===== config.mk =====
export PLATFORM = sky130hd
export DESIGN_NAME = pixel_unpacker
export DESIGN_NICKNAME = d
export VERILOG_FILES = /design/src/rtl/pu_pkg.sv /design/src/rtl/pu_phase.sv /design/src/rtl/pu_hold.sv /design/src/rtl/pu_assemble.sv /design/src/rtl/pu_outreg.sv /design/src/rtl/pixel_unpacker.sv
export SDC_FILE = /design/constraint.sdc
export NUM_CORES = 1
export LEC_CHECK = 0
export ABC_AREA = 0
export BUFFER_PORTS_ARGS = -buffer_cell sky130_fd_sc_hd__buf_2
export CAP_MARGIN = 0
export CORE_MARGIN = 5
export CORE_UTILIZATION = 58
export CTS_BUF_LIST = sky130_fd_sc_hd__clkbuf_8
export DETAILED_ROUTE_END_ITERATION = 10
export PLACE_DENSITY_LB_ADDON = 0.08
export SLEW_MARGIN = 20
export SYNTH_ARGS = -nofsm -noshare
export SYNTH_HDL_FRONTEND = slang
export SYNTH_HIERARCHICAL = 1
export SYNTH_SLANG_ARGS = --single-unit

===== constraint.sdc =====
create_clock -name clk -period 4.3 [get_ports clk]
set_clock_uncertainty 0.05 [all_clocks]
set_input_delay 0.215 -clock clk [delete_from_list [all_inputs] [get_ports clk]]
set_output_delay 0.215 -clock clk [all_outputs]
set_load 0.02 [all_outputs]

===== src/rtl/pu_pkg.sv =====
package pu_pkg;

  localparam int WORD_W = 16;
  localparam int CH_W   = 8;
  localparam int RGB_W  = 3 * CH_W;
  localparam int CODE_W = 8;
  localparam int LANES  = 2;
  localparam int HOLD_N = 2;
  localparam int PH_W   = $clog2(HOLD_N + 1);

  typedef enum logic [3:0] {
    FMT_IDX8, FMT_MIX15, FMT_D15, FMT_D16, FMT_D24W,
    FMT_IDX8X2, FMT_D16B, FMT_IDX4B, FMT_D15B, FMT_D24PK
  } fmt_e;

  typedef struct packed {
    logic             vld;
    logic             is_idx;
    logic [CH_W-1:0]  idx;
    logic [RGB_W-1:0] rgb;
  } dot_t;

  function automatic fmt_e code_to_fmt(input logic [CODE_W-1:0] code);
    case (code)
      8'h01:   return FMT_MIX15;
      8'h02:   return FMT_D15;
      8'h03:   return FMT_D16;
      8'h04:   return FMT_D24W;
      8'h05:   return FMT_IDX8X2;
      8'h06:   return FMT_D16B;
      8'h07:   return FMT_IDX4B;
      8'h08:   return FMT_D15B;
      8'h09:   return FMT_D24PK;
      default: return FMT_IDX8;
    endcase
  endfunction

  function automatic logic [PH_W-1:0] words_per_group(input fmt_e f);
    case (f)
      FMT_D24W, FMT_D16B, FMT_IDX4B, FMT_D15B: return PH_W'(2);
      FMT_D24PK:                               return PH_W'(3);
      default:                                 return PH_W'(1);
    endcase
  endfunction

endpackage


===== src/rtl/pu_phase.sv =====
module pu_phase
  import pu_pkg::*;
(
  input  logic              clk,
  input  logic              rst_n,
  input  logic              blank_n,
  input  logic              mix_sel,
  input  logic [CODE_W-1:0] prim_code,
  input  logic [CODE_W-1:0] sec_code,
  output logic [PH_W-1:0]   ph,
  output fmt_e              fmt,
  output logic              grp_last
);

  logic [PH_W-1:0] ph_q, ph_d, grp_len;
  fmt_e            fmt_q, fmt_d, sel_fmt;
  logic            open_grp;

  always_comb begin
    sel_fmt  = code_to_fmt(mix_sel ? sec_code : prim_code);
    open_grp = (ph_q == '0);
    fmt      = open_grp ? sel_fmt : fmt_q;
    grp_len  = words_per_group(fmt);
    grp_last = blank_n && (ph_q == grp_len - PH_W'(1));
    if (!blank_n || grp_last) ph_d = '0;
    else                      ph_d = ph_q + PH_W'(1);
    fmt_d = (blank_n && open_grp) ? sel_fmt : fmt_q;
  end

  always_ff @(posedge clk or negedge rst_n) begin
    if (!rst_n) begin
      ph_q  <= '0;
      fmt_q <= FMT_IDX8;
    end else begin
      ph_q  <= ph_d;
      fmt_q <= fmt_d;
    end
  end

  assign ph = ph_q;

endmodule


===== src/rtl/pu_hold.sv =====
module pu_hold
  import pu_pkg::*;
(
  input  logic                           clk,
  input  logic                           rst_n,
  input  logic                           blank_n,
  input  logic [PH_W-1:0]                ph,
  input  logic [WORD_W-1:0]              word,
  output logic [HOLD_N-1:0][WORD_W-1:0]  held
);

  for (genvar i = 0; i < HOLD_N; i++) begin : g_slot
    logic              en;
    logic [WORD_W-1:0] q;
    assign en = blank_n && (ph == PH_W'(i));
    always_ff @(posedge clk or negedge rst_n) begin
      if (!rst_n)  q <= '0;
      else if (en) q <= word;
    end
    assign held[i] = q;
  end

endmodule


===== src/rtl/pu_assemble.sv =====
module pu_assemble
  import pu_pkg::*;
(
  input  fmt_e                           fmt,
  input  logic                           grp_last,
  input  logic [HOLD_N-1:0][WORD_W-1:0]  held,
  input  logic [WORD_W-1:0]              word,
  output dot_t [LANES-1:0]               lanes
);

  logic [WORD_W-1:0] w0, w1;
  logic [CH_W-1:0]   b0, b1;

  function automatic logic [RGB_W-1:0] pack565(input logic [4:0] r,
                                                input logic [5:0] g,
                                                input logic [4:0] b);
    return {r, 3'b000, g, 2'b00, b, 3'b000};
  endfunction

  function automatic logic [RGB_W-1:0] pack555(input logic [4:0] r,
                                                input logic [4:0] g,
                                                input logic [4:0] b);
    return {r, 3'b000, g, 3'b000, b, 3'b000};
  endfunction

  always_comb begin
    w0 = held[0];
    w1 = held[1];
    b0 = w0[CH_W-1:0];
    b1 = word[CH_W-1:0];
    lanes = '0;
    case (fmt)
      FMT_MIX15: begin
        if (word[WORD_W-1]) begin
          lanes[0].is_idx = 1'b1;
          lanes[0].idx    = word[CH_W-1:0];
        end else begin
          lanes[0].rgb = pack555(word[14:10], word[9:5], word[4:0]);
        end
      end
      FMT_D15:  lanes[0].rgb = pack555(word[14:10], word[9:5], word[4:0]);
      FMT_D16:  lanes[0].rgb = pack565(word[15:11], word[10:5], word[4:0]);
      FMT_D24W: lanes[0].rgb = {word[CH_W-1:0], w0};
      FMT_IDX8X2: begin
        lanes[0].is_idx = 1'b1;
        lanes[0].idx    = word[CH_W-1:0];
        lanes[1].is_idx = 1'b1;
        lanes[1].idx    = word[WORD_W-1:CH_W];
      end
      FMT_D16B: lanes[0].rgb = pack565(b1[7:3], {b1[2:0], b0[7:5]}, b0[4:0]);
      FMT_IDX4B: begin
        lanes[0].is_idx = 1'b1;
        lanes[0].idx    = {b1[3:0], b0[3:0]};
      end
      FMT_D15B: lanes[0].rgb = pack555(b1[6:2], {b1[1:0], b0[7:5]}, b0[4:0]);
      FMT_D24PK: begin
        lanes[0].rgb = {w1[CH_W-1:0], w0};
        lanes[1].rgb = {word, w1[WORD_W-1:CH_W]};
      end
      default: begin
        lanes[0].is_idx = 1'b1;
        lanes[0].idx    = word[CH_W-1:0];
      end
    endcase
    lanes[0].vld = grp_last;
    lanes[1].vld = grp_last && (fmt == FMT_IDX8X2 || fmt == FMT_D24PK);
  end

endmodule


===== src/rtl/pu_outreg.sv =====
module pu_outreg
  import pu_pkg::*;
(
  input  logic             clk,
  input  logic             rst_n,
  input  dot_t [LANES-1:0] d_in,
  output dot_t [LANES-1:0] q_out
);

  for (genvar i = 0; i < LANES; i++) begin : g_lane
    dot_t nxt, cur;
    always_comb begin
      nxt     = cur;
      nxt.vld = d_in[i].vld;
      if (d_in[i].vld) nxt = d_in[i];
    end
    always_ff @(posedge clk or negedge rst_n) begin
      if (!rst_n) cur <= '0;
      else        cur <= nxt;
    end
    assign q_out[i] = cur;
  end

endmodule


===== src/rtl/pixel_unpacker.sv =====
module pixel_unpacker
  import pu_pkg::*;
(
  input  logic              clk,
  input  logic              rst_n,
  input  logic [WORD_W-1:0] pix_word,
  input  logic              blank_n,
  input  logic              mix_sel,
  input  logic [CODE_W-1:0] prim_code,
  input  logic [CODE_W-1:0] sec_code,
  output logic [LANES-1:0]  dot_vld,
  output logic [LANES-1:0]  dot_is_idx,
  output logic [CH_W-1:0]   dot0_idx,
  output logic [CH_W-1:0]   dot1_idx,
  output logic [RGB_W-1:0]  dot0_rgb,
  output logic [RGB_W-1:0]  dot1_rgb
);

  logic rst_meta, rst_sync_n;

  always_ff @(posedge clk or negedge rst_n) begin
    if (!rst_n) begin
      rst_meta   <= 1'b0;
      rst_sync_n <= 1'b0;
    end else begin
      rst_meta   <= 1'b1;
      rst_sync_n <= rst_meta;
    end
  end

  logic [PH_W-1:0]               ph_q;
  fmt_e                          grp_fmt;
  logic                          grp_last;
  logic [HOLD_N-1:0][WORD_W-1:0] held;
  dot_t [LANES-1:0]              lanes_d, lanes_q;

  pu_phase u_phase (
    .clk      (clk),
    .rst_n    (rst_sync_n),
    .blank_n  (blank_n),
    .mix_sel  (mix_sel),
    .prim_code(prim_code),
    .sec_code (sec_code),
    .ph       (ph_q),
    .fmt      (grp_fmt),
    .grp_last (grp_last)
  );

  pu_hold u_hold (
    .clk    (clk),
    .rst_n  (rst_sync_n),
    .blank_n(blank_n),
    .ph     (ph_q),
    .word   (pix_word),
    .held   (held)
  );

  pu_assemble u_asm (
    .fmt     (grp_fmt),
    .grp_last(grp_last),
    .held    (held),
    .word    (pix_word),
    .lanes   (lanes_d)
  );

  pu_outreg u_out (
    .clk  (clk),
    .rst_n(rst_sync_n),
    .d_in (lanes_d),
    .q_out(lanes_q)
  );

  assign dot_vld    = {lanes_q[1].vld,    lanes_q[0].vld};
  assign dot_is_idx = {lanes_q[1].is_idx, lanes_q[0].is_idx};
  assign dot0_idx   = lanes_q[0].idx;
  assign dot1_idx   = lanes_q[1].idx;
  assign dot0_rgb   = lanes_q[0].rgb;
  assign dot1_rgb   = lanes_q[1].rgb;

endmodule


==> report_table.html <==
<table>
<tr><th>Metric</th><th>Value</th></tr>
<tr><th colspan="2">Global routing</th></tr>
<tr><td>First-pass GRT wire length</td><td>21.2 mm</td></tr>
<tr><td>Global routing usage on met1</td><td>32.8%</td></tr>
<tr><td>Number of antenna violations at the first check in global routing</td><td>0</td></tr>
<tr><td>GRT Max-Usage Layer</td><td>met2</td></tr>
<tr><td>Met2 layer usage reported by global route</td><td>35.4%</td></tr>
<tr><td>Met3 demand-to-capacity share in global routing</td><td>under 10%</td></tr>
<tr><td>Largest net degree at the start of global routing</td><td>69</td></tr>
<tr><td>Total Routing Usage GR</td><td>a little under a quarter</td></tr>
<tr><td>Gr ovfl total</td><td>0</td></tr>
<tr><td>Vias in the first global route</td><td>3958</td></tr>
<tr><th colspan="2">Place</th></tr>
<tr><td># placed instances</td><td>672</td></tr>
<tr><td>Global placement routability congestion</td><td>0.890</td></tr>
<tr><td>Setup slack at placement</td><td>0.600 ns</td></tr>
<tr><td>Port Buffers</td><td>~100</td></tr>
<tr><td>HPWL reported at the end of detailed placement</td><td>9.18 mm</td></tr>
<tr><th colspan="2">Setup path</th></tr>
<tr><td>Required time of the worst setup path</td><td>approximately 4.5 ns</td></tr>
<tr><td>Worst path bufs/invs</td><td>4</td></tr>
<tr><td>Crit path max-delay family</td><td>buffers and inverters</td></tr>
<tr><td>CP cell instances</td><td>inv_1 -&gt; ha_1 -&gt; clkinv_1 -&gt; o31ai_2 -&gt; inv_1 -&gt; nor3b_2 -&gt; o21a_2 -&gt; buf_4 -&gt; mux2_4</td></tr>
<tr><td>FF-to-FF setup slack</td><td>0.54 ns</td></tr>
<tr><td>Worst Path Max Fanout</td><td>14</td></tr>
<tr><td>Type of element capturing the critical path</td><td>flop</td></tr>
<tr><td>Worst Setup Path Type</td><td>flop to flop</td></tr>
<tr><td>Worst path max stage delay</td><td>0.55 ns</td></tr>
<tr><td>Arrival time at the worst endpoint</td><td>around 4.0 ns</td></tr>
<tr><td>Most frequent cell on the critical path</td><td>sky130_fd_sc_hd__inv_1</td></tr>
<tr><td>Crit path launch type</td><td>flop</td></tr>
<tr><td>Master of the slowest instance on the critical path</td><td>sky130_fd_sc_hd__nor3b_2</td></tr>
<tr><th colspan="2">Detailed routing</th></tr>
<tr><td>Drc violations</td><td>0</td></tr>
<tr><td>Number of detailed-route iterations in the first pass</td><td>5</td></tr>
<tr><td>Iter 0 DRT Violations</td><td>346</td></tr>
<tr><td>Via density per instance</td><td>around 5.8</td></tr>
<tr><td>Number of antenna-violating nets in the routed design</td><td>0</td></tr>
<tr><td>Routed via count</td><td>3984</td></tr>
<tr><td>Drt wl/cell</td><td>19.1 um</td></tr>
<tr><td>Sum of routed wire length over all layers</td><td>13.2 mm</td></tr>
<tr><th colspan="2">Layout</th></tr>
<tr><td>Area added between synthesis and finish</td><td>12.4%</td></tr>
<tr><td>Nets</td><td>588</td></tr>
<tr><td>Fin cells</td><td>689</td></tr>
<tr><td>Antenna cells</td><td>0</td></tr>
<tr><td>Fillcell total</td><td>749</td></tr>
<tr><td>Fraction of final layout cells sized beyond drive strength 1</td><td>43.2%</td></tr>
<tr><th colspan="2">Die</th></tr>
<tr><td>Number of top-level pins</td><td>104</td></tr>
<tr><td>Area inside the core boundary</td><td>approximately 9800 um^2</td></tr>
<tr><td>Die Area</td><td>12100 um^2</td></tr>
<tr><td>Initial Util</td><td>59.4%</td></tr>
<tr><td>Die width</td><td>~110 um</td></tr>
<tr><td>Row cnt</td><td>36</td></tr>
<tr><td>Die span in y</td><td>110 um</td></tr>
<tr><th colspan="2">Timing</th></tr>
<tr><td>Final worst path period need</td><td>3.76 ns</td></tr>
<tr><td>Minimum setup slack in the final design</td><td>0.539 ns</td></tr>
<tr><td>Pins over their slew limit</td><td>0</td></tr>
<tr><td>Unrepaired setup endpoints after global routing</td><td>no</td></tr>
<tr><td>Final critical-path share of the clock period</td><td>87.5%</td></tr>
<tr><td>Final setup violating endpoints</td><td>0</td></tr>
<tr><td>Normalized max-slew margin</td><td>38.5%</td></tr>
<tr><td>Achievable Freq</td><td>0.266 GHz</td></tr>
<tr><td>Setup Total Neg Slack</td><td>0 ns</td></tr>
<tr><td>Worst hold slack</td><td>roughly 0.085 ns</td></tr>
<tr><td>Final hold violation count</td><td>0</td></tr>
<tr><td>Worst slew pin tran</td><td>0.922 ns</td></tr>
<tr><th colspan="2">Clock tree</th></tr>
<tr><td>Worst-path clk slew</td><td>0.10 ns</td></tr>
<tr><td>Number of buffers created by CTS</td><td>9</td></tr>
<tr><td>Number of buffers inserted to repair setup after CTS</td><td>0</td></tr>
<tr><td>Number of levels the H-tree was split into</td><td>3</td></tr>
<tr><td>Clock tree root driver cell</td><td>sky130_fd_sc_hd__clkbuf_8</td></tr>
<tr><td>CTS tree</td><td>yes</td></tr>
<tr><td>Clk Latency, worst-skew pair</td><td>0.37 ns</td></tr>
<tr><td>Count of cells resized by post-cts repair</td><td>0</td></tr>
<tr><td>Number of clock sinks seen by CTS</td><td>108</td></tr>
<tr><td>Clk buf depth</td><td>2</td></tr>
<tr><th colspan="2">Power</th></tr>
<tr><td>P_leak</td><td>3.27 nW</td></tr>
<tr><td>Pwr dens</td><td>556 nW/um^2</td></tr>
<tr><td>PnR Total Power</td><td>3.63 mW</td></tr>
<tr><td>Worst supply voltage drop on vdd</td><td>0.325 mV</td></tr>
<tr><th colspan="2">Yosys</th></tr>
<tr><td>Post-synthesis sequential element count</td><td>about 110</td></tr>
<tr><td>Number of enable-type register cells in the synthesized netlist</td><td>0</td></tr>
<tr><td>Synthesized cell area</td><td>about 5800 um^2</td></tr>
<tr><td>Share of flip-flops with an asynchronous set or reset after synthesis</td><td>100%</td></tr>
<tr><td>Yosys warning total</td><td>6</td></tr>
<tr><td>Number of nets in the synthesized netlist</td><td>493</td></tr>
<tr><td>Part of the Yosys area used for sequential elements</td><td>about 47%</td></tr>
<tr><td>Post-Syn Instances</td><td>456</td></tr>
<tr><td>Top cell type's share of synthesized area</td><td>46.6%</td></tr>
<tr><td>Main synth FF type</td><td>sky130_fd_sc_hd__dfrtp_1</td></tr>
<tr><td>Cell types with the largest area share after synthesis</td><td>sky130_fd_sc_hd__dfrtp_1 (47%), sky130_fd_sc_hd__mux2_4 (16%), sky130_fd_sc_hd__mux2_2 (7.6%), sky130_fd_sc_hd__and2_1 (4.7%), sky130_fd_sc_hd__buf_12 (2.1%)</td></tr>
<tr><td>Biggest area consumer among synthesized cells</td><td>sky130_fd_sc_hd__dfrtp_1</td></tr>
<tr><td>Number of distinct library cells after synthesis</td><td>slightly above 70</td></tr>
<tr><td>Per-instance average area after synthesis</td><td>roughly 13 um^2</td></tr>
<tr><th colspan="2">Outcome</th></tr>
<tr><td>Outcome</td><td>finished clean</td></tr>
<tr><th colspan="2">Job</th></tr>
<tr><td>Max-capacitance violation count</td><td>0</td></tr>
<tr><th colspan="2">Worst hold path</th></tr>
<tr><td>Type of the worst min-delay path</td><td>primary input to asynchronous set/reset pin</td></tr>
</table>
## cells in the mapped netlist, types with 3 or more instances
cell type,number
sky130_fd_sc_hd__dfrtp_1,108
sky130_fd_sc_hd__mux2_4,60
sky130_fd_sc_hd__and2_1,44
sky130_fd_sc_hd__mux2_2,39
sky130_fd_sc_hd__nor2_1,26
sky130_fd_sc_hd__nand2_1,15
sky130_fd_sc_hd__nand3_1,10
sky130_fd_sc_hd__a22o_1,9
sky130_fd_sc_hd__buf_2,8
sky130_fd_sc_hd__a221o_1,7
sky130_fd_sc_hd__a22oi_1,7
sky130_fd_sc_hd__inv_1,7
sky130_fd_sc_hd__o21ai_0,7
sky130_fd_sc_hd__buf_12,6
sky130_fd_sc_hd__nand4_1,6
sky130_fd_sc_hd__a21oi_1,5
sky130_fd_sc_hd__a31oi_1,5
sky130_fd_sc_hd__a211o_1,4
sky130_fd_sc_hd__a32oi_1,4
sky130_fd_sc_hd__mux2i_1,4
sky130_fd_sc_hd__a21o_1,3
sky130_fd_sc_hd__a2bb2oi_1,3
sky130_fd_sc_hd__buf_4,3
sky130_fd_sc_hd__buf_6,3
sky130_fd_sc_hd__clkbuf_1,3
sky130_fd_sc_hd__nand2b_1,3
sky130_fd_sc_hd__nor2b_1,3
sky130_fd_sc_hd__o21ai_1,3
## logic make-up after synthesis
group                    Yosys count  synth area share (%)
other                              1                0.0646
XOR/XNOR                           1                 0.151
AO/OA/AOI/OAI                     76                  10.7
AND/OR/NAND/NOR                  131                  13.6
multiplexers                     103                  23.8
adder cells (fa/ha/maj)            1                 0.215
flip-flops                       108                  46.6
buffers and inverters             35                  4.91
## worst register-to-register path: stages (launching register included)
cell and delay [ns]:
sky130_fd_sc_hd__dfrtp_1 0.48, sky130_fd_sc_hd__inv_1 0.16, sky130_fd_sc_hd__ha_1 0.41, sky130_fd_sc_hd__clkinv_1 0.23, sky130_fd_sc_hd__o31ai_2 0.41, sky130_fd_sc_hd__inv_1 0.29, sky130_fd_sc_hd__nor3b_2 0.55, sky130_fd_sc_hd__o21a_2 0.49
sky130_fd_sc_hd__buf_4 0.27, sky130_fd_sc_hd__mux2_4 0.31
## final cells by class
class                      instances  area [um^2]  area share (%)
clock buffer                      10          138            2.11
clock inverter                     6         57.6           0.882
inverter                           8         30.0           0.460
multi-input combinational        313         2840            43.5
sequential                       108         2710            41.5
tap                              133          166            2.55
timing repair buffer             111          591            9.05
## timing repair
action,in CTS,in global routing
setup endpoints to repair,0,0
hold buffers,1,0
endpoints found under the hold margin,2,0
## state kept, by name, summed over array words and instances, names as in the netlist
register         flops
rst_sync_n           1
rst_meta             1
u_hold/g_slot.q     32
u_phase/ph           2
u_out/q_out         68
u_phase/fmt_q        4
## placed cells by master (no fill, tap or decap), types with 3 or more instances in the layout
cell type,Yosys,final
sky130_fd_sc_hd__a211o_1,4,4
sky130_fd_sc_hd__a21o_1,3,3
sky130_fd_sc_hd__a21oi_1,5,5
sky130_fd_sc_hd__a221o_1,7,7
sky130_fd_sc_hd__a22o_1,9,9
sky130_fd_sc_hd__a22oi_1,7,7
sky130_fd_sc_hd__a2bb2oi_1,3,3
sky130_fd_sc_hd__a31oi_1,5,5
sky130_fd_sc_hd__a32oi_1,4,4
sky130_fd_sc_hd__and2_1,44,44
sky130_fd_sc_hd__buf_2,8,103
sky130_fd_sc_hd__buf_4,3,6
sky130_fd_sc_hd__clkbuf_8,1,10
sky130_fd_sc_hd__dfrtp_1,108,107
sky130_fd_sc_hd__inv_1,7,10
sky130_fd_sc_hd__mux2_2,39,39
sky130_fd_sc_hd__mux2_4,60,60
sky130_fd_sc_hd__mux2i_1,4,4
sky130_fd_sc_hd__nand2_1,15,15
sky130_fd_sc_hd__nand2b_1,3,3
sky130_fd_sc_hd__nand3_1,10,10
sky130_fd_sc_hd__nand4_1,6,6
sky130_fd_sc_hd__nor2_1,26,26
sky130_fd_sc_hd__nor2b_1,3,3
sky130_fd_sc_hd__o21ai_0,7,7
sky130_fd_sc_hd__o21ai_1,3,3
## power by group
group / internal, mW / switching [mW]
clock network: 0.282 / 0.332
registers: 1.24 / 0.142
logic: 0.785 / 0.845
total: 2.31 / 1.32
## per-stage QoR
| stage | cell area, um^2 | utilization (%) |
|---|---|---|
| floorplan | 5810 | - |
| global placement | 6320 | 64.7 |
| detailed placement | 6320 | 64.7 |
| CTS | 6530 | 66.8 |
| global route | 6530 | 66.8 |
| finish | 6530 | 66.8 |
## path summary, 6_finish.rpt
check	to	start	depth (start not counted)
setup / recovery	u_out/q_out[66]	u_phase/ph[0]	9
setup reg to reg	u_out/q_out[66]	u_phase/ph[0]	9
hold / removal	rst_sync_n	rst_n	2
min in group clk	u_hold/g_slot[1].q[10]	pix_word[10]	2
hold reg to reg	rst_sync_n	rst_meta	0
max in group asynchronous	u_out/q_out[59]	rst_sync_n	1
## metal layers
metal | share of wire (%) | wire length (um)
met1 | 46 | 6020
met2 | 47 | 6150
met3 | 6.2 | 813
met4 | 1.3 | 171
met5 | 0 | 0
No activity file was read; power rests on OpenSTA's default activity.
